## src/rtl/refresh_pkg.sv

```systemverilog
package refresh_pkg;
  localparam int MIN_LEN = 5;
  typedef enum logic [1:0] {SQ_IDLE, SQ_CAS, SQ_RAS, SQ_REL} seq_state_t;
endpackage

```

## src/rtl/refresh_timer.sv

```systemverilog
module refresh_timer #(
  parameter int RATE_W  = 8,
  parameter int PRE_DIV = 64
) (
  input  logic              clk,
  input  logic              rst_n,
  input  logic              reload,
  input  logic [RATE_W-1:0] new_rate,
  input  logic [RATE_W-1:0] rate_q,
  input  logic              enable,
  input  logic              prescale,
  input  logic              stop,
  output logic              tick
);
  localparam int PRE_W = $clog2(PRE_DIV);
  localparam logic [PRE_W-1:0] PRE_TOP = PRE_W'(PRE_DIV - 1);

  logic [RATE_W-1:0] cnt;
  logic [PRE_W-1:0]  pre;
  logic              running, step;

  assign running = enable && !stop;
  assign step    = !prescale || (pre == PRE_TOP);
  assign tick    = running && !reload && step && (cnt == '0);

  always_ff @(posedge clk) begin
    if (!rst_n) begin
      cnt <= '0;
      pre <= '0;
    end else if (reload) begin
      cnt <= new_rate;
      pre <= '0;
    end else if (!running) begin
      cnt <= rate_q;
      pre <= '0;
    end else begin
      if (prescale) pre <= (pre == PRE_TOP) ? '0 : pre + 1'b1;
      if (step) cnt <= (cnt == '0) ? rate_q : cnt - 1'b1;
    end
  end

  // no periodic event while stopped
  assert_stop_silent_R9: assert property (@(posedge clk) disable iff (!rst_n)
    stop |-> !tick);
  // no periodic event while disabled
  assert_disabled_silent_R4: assert property (@(posedge clk) disable iff (!rst_n)
    !enable |-> !tick);
endmodule

```

## src/rtl/refresh_req.sv

```systemverilog
module refresh_req (
  input  logic clk,
  input  logic rst_n,
  input  logic tick,
  input  logic sw_set,
  input  logic done,
  input  logic seq_idle,
  output logic req,
  output logic pend,
  output logic sw_busy
);
  logic pend_sw;

  assign req = pend && seq_idle;

  always_ff @(posedge clk) begin
    if (!rst_n) begin
      pend    <= 1'b0;
      pend_sw <= 1'b0;
      sw_busy <= 1'b0;
    end else begin
      if (sw_set) sw_busy <= 1'b1;
      else if (done && pend_sw) sw_busy <= 1'b0;
      if (done) begin
        pend    <= 1'b0;
        pend_sw <= 1'b0;
      end else if (!pend && (tick || sw_busy)) begin
        pend    <= 1'b1;
        pend_sw <= sw_busy;
      end
    end
  end

  // a pending request is only retired by the end of its refresh
  assert_pend_hold_R5: assert property (@(posedge clk) disable iff (!rst_n)
    (pend && !done) |=> pend);
  // trigger bit drops only after a finished refresh
  assert_sw_clear_R6: assert property (@(posedge clk) disable iff (!rst_n)
    $fell(sw_busy) |-> $past(done));
endmodule

```

## src/rtl/refresh_seq.sv

```systemverilog
module refresh_seq
  import refresh_pkg::*;
#(
  parameter int NUM_RAS = 4,
  parameter int WAIT_W  = 2
) (
  input  logic              clk,
  input  logic              rst_n,
  input  logic              start,
  input  logic [WAIT_W-1:0] row_wait,
  output logic              cas_n,
  output logic [NUM_RAS-1:0] ras_n,
  output logic              done,
  output logic              idle
);
  localparam int HOLD_W = $clog2(MIN_LEN + (1 << WAIT_W));

  seq_state_t        st;
  logic [HOLD_W-1:0] hold;
  logic              ras_on;

  assign idle   = (st == SQ_IDLE);
  assign done   = (st == SQ_REL);
  assign cas_n  = !((st == SQ_CAS) || (st == SQ_RAS));
  assign ras_on = (st == SQ_RAS);

  for (genvar g = 0; g < NUM_RAS; g++) begin : g_ras
    assign ras_n[g] = !ras_on;
  end

  always_ff @(posedge clk) begin
    if (!rst_n) begin
      st   <= SQ_IDLE;
      hold <= '0;
    end else begin
      case (st)
        SQ_IDLE: if (start) begin
          st   <= SQ_CAS;
          hold <= HOLD_W'(MIN_LEN - 3) + HOLD_W'(row_wait);
        end
        SQ_CAS:  st <= SQ_RAS;
        SQ_RAS:  if (hold == '0) st <= SQ_REL;
                 else hold <= hold - 1'b1;
        default: st <= SQ_IDLE;
      endcase
    end
  end

  // row strobes fall only after the column strobe is already low
  assert_cas_first_R7: assert property (@(posedge clk) disable iff (!rst_n)
    $fell(ras_n[0]) |-> $past(!cas_n));
  assert_ras_under_cas_R7: assert property (@(posedge clk) disable iff (!rst_n)
    !(&ras_n) |-> !cas_n);
endmodule

```

## src/rtl/refresh_gen.sv

```systemverilog
module refresh_gen
  import refresh_pkg::*;
#(
  parameter int RATE_W  = 8,
  parameter int PRE_DIV = 64,
  parameter int NUM_RAS = 4,
  parameter int WAIT_W  = 2
) (
  input  logic               clk,
  input  logic               rst_n,
  input  logic               cfg_we,
  input  logic [RATE_W-1:0]  cfg_rate,
  input  logic               cfg_prescale,
  input  logic               cfg_enable,
  input  logic               cfg_swtrig,
  input  logic [WAIT_W-1:0]  row_wait,
  input  logic               lp_wait,
  input  logic               lp_stop,
  output logic               ref_req,
  input  logic               ref_gnt,
  output logic               cas_n,
  output logic [NUM_RAS-1:0] ras_n,
  output logic               sw_busy
);
  logic [RATE_W-1:0] rate_q;
  logic              pre_q, en_q;
  logic              tick, done, seq_idle, pend, start;

  always_ff @(posedge clk) begin
    if (!rst_n) begin
      rate_q <= '0;
      pre_q  <= 1'b0;
      en_q   <= 1'b0;
    end else if (cfg_we) begin
      rate_q <= cfg_rate;
      pre_q  <= cfg_prescale;
      en_q   <= cfg_enable;
    end
  end

  assign start = ref_req && ref_gnt;

  refresh_timer #(.RATE_W(RATE_W), .PRE_DIV(PRE_DIV)) u_timer (
    .clk(clk), .rst_n(rst_n), .reload(cfg_we), .new_rate(cfg_rate),
    .rate_q(rate_q), .enable(en_q), .prescale(pre_q), .stop(lp_stop),
    .tick(tick));

  refresh_req u_req (
    .clk(clk), .rst_n(rst_n), .tick(tick), .sw_set(cfg_we && cfg_swtrig),
    .done(done), .seq_idle(seq_idle), .req(ref_req), .pend(pend),
    .sw_busy(sw_busy));

  refresh_seq #(.NUM_RAS(NUM_RAS), .WAIT_W(WAIT_W)) u_seq (
    .clk(clk), .rst_n(rst_n), .start(start), .row_wait(row_wait),
    .cas_n(cas_n), .ras_n(ras_n), .done(done), .idle(seq_idle));

  // request is held until accepted
  assert_req_hold_R8: assert property (@(posedge clk) disable iff (!rst_n)
    (ref_req && !ref_gnt) |=> ref_req);
  // in wait mode a free periodic event is still latched
  assert_wait_latch_R9: assert property (@(posedge clk) disable iff (!rst_n)
    (lp_wait && tick && !pend) |=> pend);
endmodule

```

## config.mk

```make
export PLATFORM = sky130hd
export DESIGN_NAME = refresh_gen
export DESIGN_NICKNAME = d
export VERILOG_FILES = /design/src/rtl/refresh_pkg.sv /design/src/rtl/refresh_timer.sv /design/src/rtl/refresh_req.sv /design/src/rtl/refresh_seq.sv /design/src/rtl/refresh_gen.sv
export SDC_FILE = /design/constraint.sdc
export NUM_CORES = 1
export LEC_CHECK = 0
export BUFFER_PORTS_ARGS = -buffer_cell sky130_fd_sc_hd__buf_2
export CAP_MARGIN = 25
export CORE_ASPECT_RATIO = 1.5
export CORE_UTILIZATION = 55
export CTS_BUF_LIST = sky130_fd_sc_hd__clkbuf_8
export DETAILED_ROUTE_END_ITERATION = 10
export GPL_TIMING_DRIVEN = 0
export PLACE_DENSITY = 0.85
export SYNTH_ARGS = -nofsm -noshare
export SYNTH_HDL_FRONTEND = slang
export SYNTH_SLANG_ARGS = --single-unit
```

## constraint.sdc

```tcl
create_clock -name clk -period 5.4 [get_ports clk]
set_input_delay 0.81 -clock clk [delete_from_list [all_inputs] [get_ports clk]]
set_output_delay 0.81 -clock clk [all_outputs]
set_load 0.1 [all_outputs]
```

### Word-level counts from Yosys, hierarchy flattened

Index checks and enable logic that the tools add are counted.

| storage, ports and cells | value |
|---|---|
| bits in registers | 33 |
| latch bits | 0 |
| RAM bits | 0 |
| ROM bits | 0 |
| output and inout port bits | 7 |
| word-level logic and storage cells | 64 |
| memories kept | 0 |

| operators by class | value |
|---|---|
| $add $sub $neg | 4 |
| $mul | 0 |
| divide/modulo/power cells | 0 |
| order comparisons | 0 |
| equality and inequality tests | 8 |
| shifts and indexed selects | 0 |
| multiplexer cells | 13 |
| bitwise operators | 2 |
| reductions and logical operators | 27 |

Operator list:

| kind | count |
|---|---|
| 2-to-1 mux 8 bit | 4 |
| logical AND 1 bit | 9 |
| logical NOT 8 bit | 1 |
| 2-to-1 mux 4 bit | 2 |
| one-hot mux 4 bit (2 select lines) | 1 |
| subtractor 8 x 1 -> 8 bit (second input constant) | 1 |
| adder 6 x 1 -> 6 bit (second input constant) | 1 |
| == test 6 bit (second input constant) | 1 |
| logical NOT 1 bit | 6 |
| 2-to-1 mux 6 bit | 1 |
| inequality test 2 bit (second input constant) | 3 |
| one-hot mux 2 bit (3 select lines) | 1 |
| == test 2 bit (second input constant) | 2 |
| logical NOT 4 bit | 1 |
| 2-to-1 mux 2 bit | 2 |
| nonzero test 2 bit | 2 |
| subtractor 4 x 1 -> 4 bit (second input constant) | 1 |
| adder 2 x 2 -> 3 bit (first input constant) | 1 |
| logical OR 1 bit | 3 |
| inequality test 3 bit (second input constant) | 1 |
| AND reduction 3 bit | 1 |
| OR reduction 3 bit | 1 |
| == test 2 x 1 -> 1 bit (second input constant) | 1 |
| logical NOT 2 bit | 1 |
| 4 further kinds | 6 |

### Longest topological paths before layout

| depth | value |
|---|---|
| depth after elaboration | 7 |
| depth in mapped cells | 7 |
| depth with buffers taken out | 6 |

### Modules after synthesis

A second synthesis with hierarchy kept.

| unflattened totals | value |
|---|---|
| cells, all modules | 210 |
| area total of the unflattened synthesis | 1840.5 µm² |

By module, submodules not included:

| module | times used | cells an instance | area an instance (µm²) | seq. area each (µm²) |
|---|---|---|---|---|
| refresh_timer | 1 | 112 | 899.6 | 280.3 |
| refresh_seq | 1 | 51 | 436.7 | 120.1 |
| refresh_gen | 1 | 33 | 387.9 | 200.2 |
| refresh_req | 1 | 14 | 116.4 | 60.1 |

### Least setup slack after synthesis

Ideal clock, no wire load.

| timing path | value |
|---|---|
| path kind | register to output |
| start point | register u_seq.st[0] |
| end point | output ras_n[1] |
| arrival time | 1873 ps |
| data required time | 4590 ps |
| setup slack | 2717 ps |
| stages on the path, launching flop included | 6 |
| path buffers | 2 |
| path through | dfxtp_1 inv_1 ha_1 clkbuf_1 inv_1 buf_4 |

| on the way | value |
|---|---|
| word-level cells in the longest chain between the ends | 2 |

Ends and longest elaborated chain:

| what | line | RTL |
|---|---|---|
| start: declaration | refresh_seq.sv:18 | `seq_state_t st;` |
| start signal: assignment | refresh_seq.sv:33 | `st <= SQ_IDLE;` |
| start signal: assignment | refresh_seq.sv:38 | `st <= SQ_CAS;` |
| start signal: assignment | refresh_seq.sv:41 | `SQ_CAS: st <= SQ_RAS;` |
| == test 2 bit | refresh_seq.sv:25 | `assign ras_on = (st == SQ_RAS);` |
| logical NOT 1 bit | n/a |  |
| end: declaration | refresh_gen.sv:22 | `output logic [NUM_RAS-1:0] ras_n,` |

Every way passes these cells.

### Worst setup path in the final report

| timing path | value |
|---|---|
| start point | register u_seq.st[0] |
| end point | output ras_n[1] |

| on the way | value |
|---|---|
| word-level cells in the longest chain between the ends | 2 |

Ends and longest elaborated chain:

| what | line | RTL |
|---|---|---|
| == test 2 bit | refresh_seq.sv:25 |  |
| logical NOT 1 bit | refresh_seq.sv:28 | `assign ras_n[g] = !ras_on;` |

Every way passes these cells.

==> results.sh <==
export IMPL_yosysWarnings=0
export IMPL_dp_hpwl_mm=2.98
export IMPL_drtIter0Drc=75
export IMPL_combPwrFrac=0.173
export IMPL_seq_power_share=0.432
export IMPL_finalHoldViolations=0
export IMPL_skew_ns=0.00760
export IMPL_ir_worst_vdd_v=0.000227
export IMPL_rsz0062_at_grt="no"
export IMPL_critPathMostFrequentCell="inv_1"
export IMPL_cts_setup_buffers=0
export IMPL_die_y_um=73.2
export IMPL_htree_levels=2
export IMPL_synth_edf_count=0
export IMPL_critPathMaxStageDelay_ns=0.41
export IMPL_async_reset_ff_frac=0
export IMPL_finalMaxSlewViolations=0
export IMPL_r2r_worst_path_cells=6
export IMPL_synth_nets=245
export IMPL_drive_above_1_share=0.192
export IMPL_worstMarginPinSlew_ns=0.681
export IMPL_power_per_cell_area_nw_per_um2=287
export IMPL_grt_ovfl_total=0
export IMPL_setup_worst_path_start="u_seq.st[0]$_SDFFE_PN0P_"
export IMPL_register_area_um2=661
export IMPL_fmax_mhz=372
export IMPL_grt_max_degree=12
export IMPL_vias=1723
export IMPL_cts_hold_buf=0
export IMPL_crit_required_ns=4.59
export IMPL_cts_buffers=5
export IMPL_cp_start_kind="flop"
export IMPL_wl_per_cell_um=14.4
export IMPL_die_w_um=49.4
export IMPL_netlist_area_um2=1860
export IMPL_cp_num_buf_inv=5
export IMPL_hp_class="flop to flop"
export IMPL_vias_per_cell=5.94
export IMPL_arrival_ns=1.88
export IMPL_clk_pin_slew_ns=0.07
export IMPL_ys_seq_elements=33
export IMPL_cts_sinks=33
export IMPL_antenna_cells=0
export IMPL_r2r_end="u_timer.cnt[2]$_SDFFE_PN0P_"
export IMPL_io_pins=26
export IMPL_syn_inst=218
export IMPL_grt_pass1_vias=1699
export IMPL_clkLatencyLatePin_ns=0.29
export IMPL_rows=25
export IMPL_routed_top_layer="met4"
export IMPL_place_gp_congestion=0.858
export IMPL_first_pass_iters=4
export IMPL_fin_util=0.673
export IMPL_power_switching_uw=171
export IMPL_status="finished, final reports clean"
export IMPL_setup_viol=0
export IMPL_relSlewSlack=0.546
export IMPL_path_class="flop to output pin"
export IMPL_r2r_slack_ns=3.31
export IMPL_power_leakage_uw=0.000828
export IMPL_drc=0
export IMPL_track_usage=0.255
export IMPL_fp_dieArea_um2=3620
export IMPL_cp_max_fo=10
export IMPL_crit_chain="inv_1, ha_1, clkbuf_1, inv_1, buf_4, buf_2"
export IMPL_period_needed_ns=2.69
export IMPL_multi_input_area_um2=1080
export IMPL_power_total_uw=616
export IMPL_cpMaxStageDelayCell="buf_2"
export IMPL_synth_ff_type="dfxtp_1"
export IMPL_clockBufferDepth=2
export IMPL_drt_wl_total_mm=4.17
export IMPL_wl_met1_mm=1.65
export IMPL_antenna_found_initial=0
export IMPL_max_cap_viol_count=0
export IMPL_area_growth_pct=15.6
export IMPL_p_clk_frac=0.395
export IMPL_cts_resized_gates=0
export IMPL_cp_depth=6
export IMPL_dp_cells=282
export IMPL_layout_commonest_cell="dfxtp_1"
export IMPL_finalCritPeriodShare=0.497
export IMPL_met2_length_mm=2.23
export IMPL_swShare=0.277
export IMPL_crit_path_end_kind="output pin"
export IMPL_grt_pass1_wl_mm=7.03
export IMPL_ys_seq_area_frac=0.356
export IMPL_fillers=285
export IMPL_layout_nets=276
export IMPL_synth_top_area_cell="dfxtp_1"
export IMPL_numPortBuffers=24
export IMPL_cp_top_family="buffers and inverters"
export IMPL_cts_tree="yes"
export IMPL_synth_top_area_frac=0.356
export IMPL_route_met3_wl_um=148
export IMPL_start_util=0.582
export IMPL_drtAntennaViolNets=0
export IMPL_cts_root_buf="clkbuf_8"
export IMPL_synth_distinct_cells=53
export IMPL_avgSynthCellArea_um2=8.52
export IMPL_yosys_top_cells_area="dfxtp_1 36%, ha_1 5.4%, mux2i_1 5.4%"
export IMPL_core_area_um2=3190
export IMPL_stdcell_count=290
export IMPL_layout_common_cells="33 x dfxtp_1, 25 x buf_2, 20 x nor2_1, 15 x nand2_1, 14 x inv_1"
export IMPL_setup_tns_ns=0
export IMPL_p_int_uw=446
export IMPL_critPathCapture="ras_n[1]"
export IMPL_r2r_start="u_timer.cnt[0]$_SDFFE_PN0P_"
how the worst min path moves through the flow:
stage | from | endpoint | slack (ns) | cells after the start
after floorplan | rate_q[6]$_SDFFE_PN0P_ | rate_q[6]$_SDFFE_PN0P_ | 0.44 | 2
after global placement | rate_q[6]$_SDFFE_PN0P_ | rate_q[6]$_SDFFE_PN0P_ | 0.45 | 2
after detailed placement | rate_q[6]$_SDFFE_PN0P_ | rate_q[6]$_SDFFE_PN0P_ | 0.47 | 2
after CTS | rate_q[6]$_SDFFE_PN0P_ | rate_q[6]$_SDFFE_PN0P_ | 0.48 | 2
after global routing | rate_q[6]$_SDFFE_PN0P_ | rate_q[6]$_SDFFE_PN0P_ | 0.51 | 2
final | rate_q[6]$_SDFFE_PN0P_ | rate_q[6]$_SDFFE_PN0P_ | 0.47 | 2
flip-flops by register name, indices dropped and copies added, names as in the netlist, 2 cells and up:
name and flops:
rate_q 8, u_timer.cnt 8, u_timer.pre 6, u_seq.hold 4, u_seq.st 2
power by group through the flow:
stage               clock network (uW)  logic, uW  registers [uW]
detailed placement                   0        105             271
finish                             243        107             266
floorplan                            0       78.7             272
CTS                                244        107             266
global route                       255        117             268
global placement                     0        103             271
synthesized netlist by cell type, drive strengths merged (2+ instances only):
master	n
and3	2
clkbuf	7
or3	2
nor3b	2
ha	8
xnor2	2
nor2b	5
a311oi	2
a211oi	6
a31oi	4
o31a	2
or4	2
inv	14
buf	5
a41oi	2
nand2	15
o311a	2
nor3	3
nor4	2
a21boi	4
a22oi	2
nor2	20
nand3	10
o211ai	3
or3b	2
or2	2
nand2b	4
xor2	3
a21oi	11
dfxtp	33
o21a	4
o21ai	11
mux2i	10
cells by family after synthesis:
| family | Yosys count | share of synthesized area |
|---|---|---|
| AND/OR/NAND/NOR | 75 | 0.214 |
| AO/OA/AOI/OAI | 59 | 0.232 |
| flip-flops | 33 | 0.356 |
| buffers and inverters | 27 | 0.0613 |
| multiplexers | 11 | 0.0600 |
| adder cells (fa/ha/maj) | 8 | 0.0539 |
| XOR/XNOR | 5 | 0.0236 |
area by class of cell:
cell class | count | area share
multi-input cells | 158 | 0.504
flip-flops and latches | 33 | 0.308
repair buffers | 24 | 0.0559
clock buffers | 6 | 0.0385
plain buffers | 12 | 0.0268
inverters | 15 | 0.0262
well taps | 40 | 0.0233
clock inverters | 2 | 0.0175
worst register-to-register path, delay by kind of cell, from the launching register on:
family | cells | cell delay, ns
buffers and inverters | 1 | 0.12
AND/OR/NAND/NOR | 1 | 0.56
AO/OA/AOI/OAI | 3 | 0.71
flip-flops | 1 | 0.34
adder cells (fa/ha/maj) | 1 | 0.23
per-stage QoR:
step / setup slack [ns] / cell area (um2) / hold WS, ns
detailed placement: 2.85 / 2030 / 0.466
finish: 2.71 / 2150 / 0.474
global placement: 2.89 / 2030 / 0.452
global route: 2.61 / 2150 / 0.508
CTS: 2.72 / 2150 / 0.475
floorplan: 2.72 / 1860 / 0.442
routing by layer:
layer,track usage,vias up
li1,-,847
met1,0.256,820
met2,0.464,40
met3,0.0458,16
met4,0.190,0
met5,0,-
No activity file was read; power rests on OpenSTA's default activity.
